`config.mk`:
```
export PLATFORM = sky130hd
export DESIGN_NAME = clk_rate_calc
export DESIGN_NICKNAME = d
export VERILOG_FILES = /design/src/rtl/clkcalc_pkg.sv /design/src/rtl/clkcalc_div.sv /design/src/rtl/clkcalc_srcmux.sv /design/src/rtl/clk_rate_calc.sv
export SDC_FILE = /design/constraint.sdc
export NUM_CORES = 1
export LEC_CHECK = 0
export BUFFER_PORTS_ARGS = -buffer_cell sky130_fd_sc_hd__clkbuf_2
export CAP_MARGIN = 25
export CORE_ASPECT_RATIO = 0.6
export CORE_MARGIN = 2
export CORE_UTILIZATION = 48
export CTS_CLUSTER_DIAMETER = 100
export CTS_CLUSTER_SIZE = 8
export DETAILED_ROUTE_END_ITERATION = 10
export PLACE_DENSITY = 0.78
export SYNTH_ARGS = -nofsm -noshare
export SYNTH_HDL_FRONTEND = slang
export SYNTH_SLANG_ARGS = --single-unit
```
`constraint.sdc`:
```
create_clock -name clk -period 3.7 [get_ports clk]
set_clock_uncertainty 0.05 [all_clocks]
set_input_delay 0.74 -clock clk [delete_from_list [all_inputs] [get_ports clk]]
set_output_delay 0.74 -clock clk [all_outputs]
set_load 0.01 [all_outputs]
```
`src/rtl/clkcalc_pkg.sv`:
```
package clkcalc_pkg;
    localparam int unsigned REF_HZ      = 24_000_000;
    localparam int unsigned PLL_MUL_HI  = 22;
    localparam int unsigned PLL_MUL_LO  = 20;
    localparam int unsigned FD_SCALE    = 18;
    localparam int unsigned XTAL_DIVIDE = 8;
    localparam int FRAC_W = 6;
    localparam int SRC_W  = 2;
    localparam int DIVF_W = 3;

    typedef enum logic [2:0] {
        ST_IDLE, ST_FD0, ST_FD2, ST_AHB, ST_REG, ST_TMR, ST_DONE
    } calc_state_t;

    typedef struct packed {
        logic              pll_sel;
        logic [FRAC_W-1:0] fd0;
        logic [FRAC_W-1:0] fd2;
        logic [SRC_W-1:0]  src;
        logic [DIVF_W-1:0] ahb;
        logic [DIVF_W-1:0] regbus;
        logic [DIVF_W-1:0] tmr;
    } calc_cfg_t;
endpackage

```
`src/rtl/clkcalc_div.sv`:
```
module clkcalc_div #(
    parameter int NW = 40,
    parameter int DW = 8
) (
    input  logic          clk,
    input  logic          rst_n,
    input  logic          go,
    input  logic [NW-1:0] num,
    input  logic [DW-1:0] den,
    output logic          ok,
    output logic [NW-1:0] quo
);
    localparam int CW = $clog2(NW + 1);

    logic [NW-1:0] acc;
    logic [DW-1:0] rem;
    logic [CW-1:0] cnt;
    logic          act;
    logic [DW:0]   trial;
    logic          fits;

    // Shift in the next numerator bit and try to subtract the divisor.
    always_comb begin
        trial = {rem, acc[NW-1]};
        fits  = (trial >= {1'b0, den});
    end

    always_ff @(posedge clk or negedge rst_n) begin
        if (!rst_n) begin
            acc <= '0;
            rem <= '0;
            cnt <= '0;
            act <= 1'b0;
            ok  <= 1'b0;
        end else begin
            ok <= act && (cnt == CW'(1));
            if (go) begin
                acc <= num;
                rem <= '0;
                cnt <= CW'(NW);
                act <= 1'b1;
            end else if (act) begin
                if (fits) begin
                    rem <= DW'(trial - {1'b0, den});
                    acc <= {acc[NW-2:0], 1'b1};
                end else begin
                    rem <= trial[DW-1:0];
                    acc <= {acc[NW-2:0], 1'b0};
                end
                cnt <= cnt - CW'(1);
                if (cnt == CW'(1)) act <= 1'b0;
            end
        end
    end

    assign quo = acc;


    go_idle_chk: assert property (@(posedge clk) disable iff (!rst_n) go |-> !act);

    ok_after_run_chk: assert property (@(posedge clk) disable iff (!rst_n) ok |-> $past(act));
endmodule

```
`src/rtl/clkcalc_srcmux.sv`:
```
module clkcalc_srcmux #(
    parameter int OW = 32
) (
    input  logic [1:0]    sel,
    input  logic [OW-1:0] pll,
    input  logic [OW-1:0] fd0,
    input  logic [OW-1:0] fd2,
    output logic [OW-1:0] out
);
    always_comb begin
        unique case (sel)
            2'd0: out = pll;
            2'd1: out = fd2;
            2'd2: out = fd0;
            default: out = fd2 >> 1;
        endcase
    end
endmodule

```
`src/rtl/clk_rate_calc.sv`:
```
module clk_rate_calc
    import clkcalc_pkg::*;
#(
    parameter int NW = 40,
    parameter int OW = 32,
    parameter int DW = 8
) (
    input  logic              clk,
    input  logic              rst_n,
    input  logic              start,
    input  logic              pll_sel,
    input  logic [FRAC_W-1:0] fd0_den,
    input  logic [FRAC_W-1:0] fd2_den,
    input  logic [SRC_W-1:0]  src_sel,
    input  logic [DIVF_W-1:0] ahb_div,
    input  logic [DIVF_W-1:0] regbus_div,
    input  logic [DIVF_W-1:0] tmr_div,
    output logic              busy,
    output logic              done,
    output logic              err,
    output logic [OW-1:0]     pll_hz,
    output logic [OW-1:0]     fd0_hz,
    output logic [OW-1:0]     fd2_hz,
    output logic [OW-1:0]     periph_hz,
    output logic [OW-1:0]     ahb_hz,
    output logic [OW-1:0]     regbus_hz,
    output logic [OW-1:0]     tmr_hz,
    output logic [OW-1:0]     xtal_hz,
    output logic [OW-1:0]     xtal_div_hz
);
    localparam logic [OW-1:0] PLL_HI    = OW'(REF_HZ * PLL_MUL_HI);
    localparam logic [OW-1:0] PLL_LO    = OW'(REF_HZ * PLL_MUL_LO);
    localparam logic [NW-1:0] SAT_LIMIT = {{(NW-OW){1'b0}}, {OW{1'b1}}};

    calc_state_t   state, nstate;
    calc_cfg_t     cfg;
    logic          running, div_go, div_ok, is_div, den_zero, step_done, q_over;
    logic [NW-1:0] num, div_q;
    logic [DW-1:0] den;
    logic [OW-1:0] mux_hz, res;
    logic [OW-1:0] pll_q, fd0_q, fd2_q, periph_q, ahb_q, reg_q, tmr_q;
    logic          err_q;

    clkcalc_srcmux #(.OW(OW)) u_mux (
        .sel(cfg.src), .pll(pll_q), .fd0(fd0_q), .fd2(fd2_q), .out(mux_hz)
    );

    // Numerator and divisor for the current stage.
    always_comb begin
        num = '0;
        den = '0;
        unique case (state)
            ST_FD0: begin num = NW'(pll_q) * NW'(FD_SCALE); den = DW'(cfg.fd0); end
            ST_FD2: begin num = NW'(pll_q) * NW'(FD_SCALE); den = DW'(cfg.fd2); end
            ST_AHB: begin num = NW'(mux_hz); den = DW'(cfg.ahb) + DW'(1); end
            ST_REG: begin num = NW'(ahb_q);  den = DW'(cfg.regbus) + DW'(1); end
            ST_TMR: begin num = NW'(reg_q);  den = DW'(cfg.tmr) + DW'(1); end
            default: ;
        endcase
    end

    always_comb begin
        is_div    = (state == ST_FD0) || (state == ST_FD2) || (state == ST_AHB)
                 || (state == ST_REG) || (state == ST_TMR);
        den_zero  = is_div && (den == '0);
        step_done = den_zero || (running && div_ok);
        div_go    = is_div && !running && !den_zero;
        q_over    = (div_q > SAT_LIMIT);
        res       = den_zero ? '0 : (q_over ? {OW{1'b1}} : div_q[OW-1:0]);
    end

    clkcalc_div #(.NW(NW), .DW(DW)) u_div (
        .clk(clk), .rst_n(rst_n), .go(div_go), .num(num), .den(den),
        .ok(div_ok), .quo(div_q)
    );

    always_comb begin
        nstate = state;
        unique case (state)
            ST_IDLE: if (start) nstate = ST_FD0;
            ST_FD0:  if (step_done) nstate = ST_FD2;
            ST_FD2:  if (step_done) nstate = ST_AHB;
            ST_AHB:  if (step_done) nstate = ST_REG;
            ST_REG:  if (step_done) nstate = ST_TMR;
            ST_TMR:  if (step_done) nstate = ST_DONE;
            ST_DONE: nstate = ST_IDLE;
            default: nstate = ST_IDLE;
        endcase
    end

    always_ff @(posedge clk or negedge rst_n) begin
        if (!rst_n) state <= ST_IDLE;
        else        state <= nstate;
    end

    always_ff @(posedge clk or negedge rst_n) begin
        if (!rst_n) begin
            cfg      <= '0;
            running  <= 1'b0;
            err_q    <= 1'b0;
            pll_q    <= '0;
            fd0_q    <= '0;
            fd2_q    <= '0;
            periph_q <= '0;
            ahb_q    <= '0;
            reg_q    <= '0;
            tmr_q    <= '0;
        end else begin
            if (state == ST_IDLE && start) begin
                cfg   <= '{pll_sel, fd0_den, fd2_den, src_sel, ahb_div, regbus_div, tmr_div};
                pll_q <= pll_sel ? PLL_HI : PLL_LO;
                err_q <= 1'b0;
            end
            if (div_go)      running <= 1'b1;
            else if (div_ok) running <= 1'b0;
            if (state == ST_AHB) periph_q <= mux_hz;
            if (step_done) begin
                err_q <= err_q | den_zero | (!den_zero && q_over);
                unique case (state)
                    ST_FD0: fd0_q <= res;
                    ST_FD2: fd2_q <= res;
                    ST_AHB: ahb_q <= res;
                    ST_REG: reg_q <= res;
                    ST_TMR: tmr_q <= res;
                    default: ;
                endcase
            end
        end
    end

    always_comb begin
        busy        = (state != ST_IDLE);
        done        = (state == ST_DONE);
        err         = err_q;
        pll_hz      = pll_q;
        fd0_hz      = fd0_q;
        fd2_hz      = fd2_q;
        periph_hz   = periph_q;
        ahb_hz      = ahb_q;
        regbus_hz   = reg_q;
        tmr_hz      = tmr_q;
        xtal_hz     = OW'(REF_HZ);
        xtal_div_hz = OW'(REF_HZ / XTAL_DIVIDE);
    end


    done_pulse_chk: assert property (@(posedge clk) disable iff (!rst_n) done |=> !done);

    zero_frac_chk: assert property (@(posedge clk) disable iff (!rst_n)
        (state == ST_FD0 && cfg.fd0 == '0) |=> (err_q && fd0_q == '0));

    cfg_hold_chk: assert property (@(posedge clk) disable iff (!rst_n)
        (state != ST_IDLE) |=> $stable(cfg));
endmodule

```
# Yosys cells after proc, flatten, opt, wreduce, memory -nomap -nowiden
# Index checks and enable logic that the tools add are counted.
# word_totals
input_bits	27
output_inout_bits	291
reg_bits	308
elab_cells	102
# op_classes
n_reduce_logical	28
bitwise_logic	2
muxes	28
addsub	5
mul	1
order_cmp	2
eq_ne	15
# op_table
cell	n
$pmux 37 s4	1
$pmux 32 s3	1
$mux 40	2
$mux 32	2
$gt 40x32->1 const B	1
$mul 32x4->36 const B	1
$pmux 6 s5	1
$mux 26	1
$mux 8	3
$mux 3	6
$pmux 3 s6	1
$add 3x1->4 const B	3
$mux 6	2
$ne 2x2->1 const B	6
$reduce_and 2->1	5
$eq 3x3->1 const B	3
$ge 9x6->1	1
$logic_not 8->1	1
$mux 1	8
$sub 8x6->8	1
$logic_and 1x1->1	7
$eq 3x2->1 const B	2
$eq 6x1->1 const B	1
$reduce_and 6->1	1
12 further kinds	20

# Longest topological paths before layout
# logic_depth
ltp_word	10
mapped_depth	15

# Hierarchy
# Synthesis repeated with hierarchy kept, for this count alone.
# hier_totals
cells_unflattened	1278
area_unflattened_um2	14739.1
# modules_own_cells
mod	area_each_um2	cells_per_inst	instances
clk_rate_calc	10898.0	919	1
clkcalc_div	3026.7	317	1
clkcalc_srcmux	814.5	42	1

# Least setup slack after synthesis
# No wires, ideal clock.
# synth_timing
kind	reg-to-reg
start	reg state[0]
end	reg u_div.rem[1]
t_required_ns	3.551
setup_time_ns	0.099
n_path_buf	1
setup_slack_ns	0.257
arrival_ns	3.294
path_stages_with_launch	14
cell_sequence	dfrtp_1 -> buf_6 -> mux2_2 -> mux2_2 -> ha_1 -> a221o_1 -> a22oi_2 -> ha_1 -> and4_1 -> a41o_1 -> or4_1 -> nor2_1 -> nand2_1 -> a311oi_1
# synth_between
elab_chain_len	9
# synth_rtl
item	line_no	source
start, declared	clk_rate_calc.sv:35	calc_state_t state, nstate;
start signal, assigned	clk_rate_calc.sv:93	else state <= nstate;
branches (longest 9 deep; another with $sub 8x6->8)	--	
end signal, assigned	clkcalc_div.sv:44	rem <= DW'(trial - {1'b0, den});
end signal, assigned	clkcalc_div.sv:47	rem <= trial[DW-1:0];
end, declared	clkcalc_div.sv:16	logic [DW-1:0] rem;
# Parallel ways; which one is timed is not known. The select of a mux whose other input is x is not followed.
# A chain may end at the register's enable or synchronous reset.

# Final worst setup path
# Same ends and word-level chain as after synthesis.

==> results by group <==
Power and ir drop
  – Peak supply drop: 0.000767 V
  – Switch share: a little under half
  – Leak: 8.43 nW
  – Seq pwr share: ~27%
  – Internal Power: 10.7 mW
  – Psw: between 9 and 10 mW
  – Gate power share: 56.6%
  – Pwr dens: 1090 nW/um^2
  – Clock power share: 16.3%
  – Post-route total power: between 20 and 25 mW

Route
  – Highest routed layer: met4
  – Met3 routed WL: 6.10 mm
  – WL/cell: 23.2 um
  – Routed Antenna Nets: 0
  – Remaining DRCs: 0
  – Met2 wire length: 21.3 mm
  – Vias per inst: about 6.0
  – DRT iter0 DRCs: 1679
  – Detailed-route wire length: 51.6 mm
  – Drt first pass iters: 5
  – Vias: 13300
  – Metal1 wirelength: 23.0 mm

Synthesis
  – Adder-Cell Fraction of Synth Area: 2.00%
  – Compound-Gate Fraction of Synth Area: 16.5%
  – Syn. warnings: 0
  – Cell taking the most area after synthesis: dfrtp_1
  – Largest family of logic cells by synthesized area: compound AO/OA/AOI/OAI gates
  – Synth Area in XOR/XNOR: less than 1%
  – Synthesis-stage register bit count: about 280
  – Most common library cells after synthesis: 279 x dfrtp_1, 146 x nand2_1, 126 x mux2_2
  – Synth Area in Simple Gates: 12.1%
  – Mux share of post-synthesis cell area: 16.3%
  – Cell Area, Synth: 16000 um^2
  – Top_reg_cell synth: dfrtp_1
  – Synth unique cells: 67
  – Top cell type's share of synthesized area: ~44%
  – EDFF count, synth: 0
  – Sequential area share after synthesis: roughly 44%
  – Mean area per synthesized cell: 10.2 um^2
  – Async SR Flop Fraction: 100%
  – Most numerous cell in the Yosys netlist: dfrtp_1
  – Top cells by area, synth: dfrtp_1 44%, mux2_2 8.8%, mux2i_1 5.4%
  – Cells after Synth: 1579

Place
  – Port Buffers: between 200 and 250
  – Dpl hpwl: approximately 37 mm
  – Gpl congestion: 0.952
  – Post-Place Cells: around 2200

Timing
  – Setup TNS: 0 ns
  – Min Tclk post-route: ~3.5 ns
  – Endpoints failing hold: 0
  – Max frequency: 284 MHz
  – RSZ-0062 raised after global routing: false
  – Max-slew violation count: 0
  – Relative slew slack: 46.7%
  – Final worst-path cycle share: 95.0%
  – Setup violators final: 0
  – Least-Margin Pin Slew: about 0.8 ns

Global route
  – Initial antenna violation count: 0
  – Largest net degree at the start of global routing: 98
  – Gr ovfl total: 0
  – Vias in the first global route: 12800
  – Global-route wire length before repair: around 79 mm
  – Total GRT Usage: 29.3%

Clock tree
  – Num CTS Buffers: 40
  – H-tree depth: 2
  – Root buf cell: clkbuf_16
  – Sink Count: 279
  – Clk slew on worst S/H paths: approximately 0.05 ns
  – Later-pin clock latency in the skew report: 0.55 ns
  – CTS tree: yes
  – Max clock buf depth: 3
  – # Post-CTS Setup Buffers: 0

Worst setup path
  – CP endpoint kind: register
  – Start of the worst register-to-register path: state[0]
  – Setup CP Type: reg -> reg
  – Critical Path Source Type: register
  – Worst Path Arrival: roughly 3.9 ns
  – Register-to-register path setup slack: 0.18 ns
  – Reg2reg path depth: 13
  – Critical Path RT: 4.09 ns
  – Worst Path Max Fanout: 10
  – Reg-to-Reg End: u_div.rem[1]

Floorplan
  – Effective utilization at floorplan: 49.1%
  – Rows: 51
  – I/O Pins: 318
  – Core area: 32700 um^2
  – Die width: approximately 240 um
  – Die ar.: 34900 um^2
  – Die Height: 146 um

Layout
  – Share of cells above drive strength 1: approximately 28%
  – NumNets Final: 1822
  – Ant diodes: 0
  – # fillers: 2825
  – Area Overhead vs Synth: 15.0%
  – Non-filler cells, final: around 2200
  – Util after Layout: 56.5%

Min path
  – HP Class: in -> async

Outcome
  – Status: finished clean

Flow run
  – Max_cap viols: 0
[worst max-delay path, stage by stage, from the launching register on]
cell	delay, ns
dfrtp_2	0.40
buf_4	0.17
mux2i_2	0.21
mux2i_1	0.15
ha_1	0.24
a221o_1	0.27
a22oi_2	0.21
ha_1	0.29
and4_1	0.21
a41o_1	0.26
or4_4	0.43
nor2_1	0.18
nand2_1	0.08
a311oi_1	0.26
[layout by cell type (no fill, tap or decap), types with 15 or more instances in the layout]
| master | synthesis | layout |
|---|---|---|
| mux2_2 | 126 | 126 |
| a21o_1 | 15 | 15 |
| buf_4 | 100 | 42 |
| ha_1 | 24 | 24 |
| and2_1 | 102 | 101 |
| a211oi_1 | 76 | 76 |
| a211o_1 | 64 | 64 |
| nor2_1 | 114 | 114 |
| a22oi_1 | 20 | 20 |
| o21ai_0 | 29 | 29 |
| a21oi_1 | 88 | 88 |
| clkbuf_2 | 0 | 236 |
| nand2_1 | 146 | 146 |
| clkbuf_16 | 0 | 40 |
| o22ai_1 | 33 | 33 |
| inv_1 | 16 | 16 |
| conb_1 | 2 | 80 |
| dfrtp_1 | 279 | 277 |
| mux2i_1 | 86 | 85 |
[per-stage QoR]
step	setup WS (ns)	hold WS, ns	area, um^2
after floorplan	0.257	0.389	16300
after global placement	0.158	0.413	17300
after detailed placement	0.0776	0.413	17300
after CTS	0.0886	0.227	18400
after global routing	0.0112	0.254	18500
final	0.185	0.201	18500
[state kept, by name, summed over array words and instances, names as in the netlist, 3 cells and up]
register   count
u_div.cnt      6
fd0_hz        32
u_div.quo     40
periph_hz     32
state          3
cfg           23
ahb_hz        32
u_div.rem      8
fd2_hz        32
tmr_hz        32
regbus_hz     32
pll_hz         3
[cell families (layout without fill, tap and decap cells)]
group | count (synthesis) | count (layout)
flip-flops | 279 | 279
adder cells (fa/ha/maj) | 25 | 25
other | 2 | 80
AND/OR/NAND/NOR | 416 | 416
XOR/XNOR | 18 | 18
multiplexers | 228 | 228
AO/OA/AOI/OAI | 375 | 375
buffers and inverters | 236 | 353
[power groups by stage]
| stage | Sequential [mW] | Combinational (mW) | Clock (mW) |
|---|---|---|---|
| after global routing | 5.59 | 12.2 | 3.45 |
| after detailed placement | 5.43 | 11.0 | 0 |
| after global placement | 5.39 | 10.8 | 0 |
| after CTS | 5.40 | 11.1 | 3.31 |
| after floorplan | 5.41 | 7.50 | 0 |
| final | 5.45 | 11.4 | 3.28 |
[worst max-delay path by stage]
| stage | startpoint | endpoint | slack, ns | depth (start not counted) |
|---|---|---|---|---|
| final | state[0] | u_div.rem[1] | 0.18 | 13 |
| after detailed placement | state[1] | u_div.rem[1] | 0.08 | 12 |
| after CTS | state[2] | u_div.rem[1] | 0.09 | 12 |
| after floorplan | state[0] | u_div.rem[1] | 0.26 | 13 |
| after global routing | state[0] | u_div.rem[3] | 0.01 | 13 |
| after global placement | state[1] | u_div.rem[1] | 0.16 | 12 |
[per-layer routing]
layer	GRT usage [%]	vias up
met5	0	-
met4	7.98	0
met3	9.48	85
met2	39.4	755
met1	44.8	6642
li1	-	5844
[area by class of cell]
cell class / instances / area (um^2) / area share (%)
sequential: 279 / 6980 / 37.9
multi-input combinational: 1142 / 8030 / 43.5
clock buffer: 43 / 1010 / 5.49
tap: 450 / 563 / 3.05
timing repair buffer: 290 / 1730 / 9.38
clock inverter: 3 / 68.8 / 0.373
inverter: 17 / 63.8 / 0.346
[what timing repair did]
| action | in CTS | in global routing |
|---|---|---|
| resized for setup | 0 | 8 |
| hold buffers | 0 | 0 |
| setup endpoints to repair | 0 | 8 |
(Power assumes the default switching activity.)
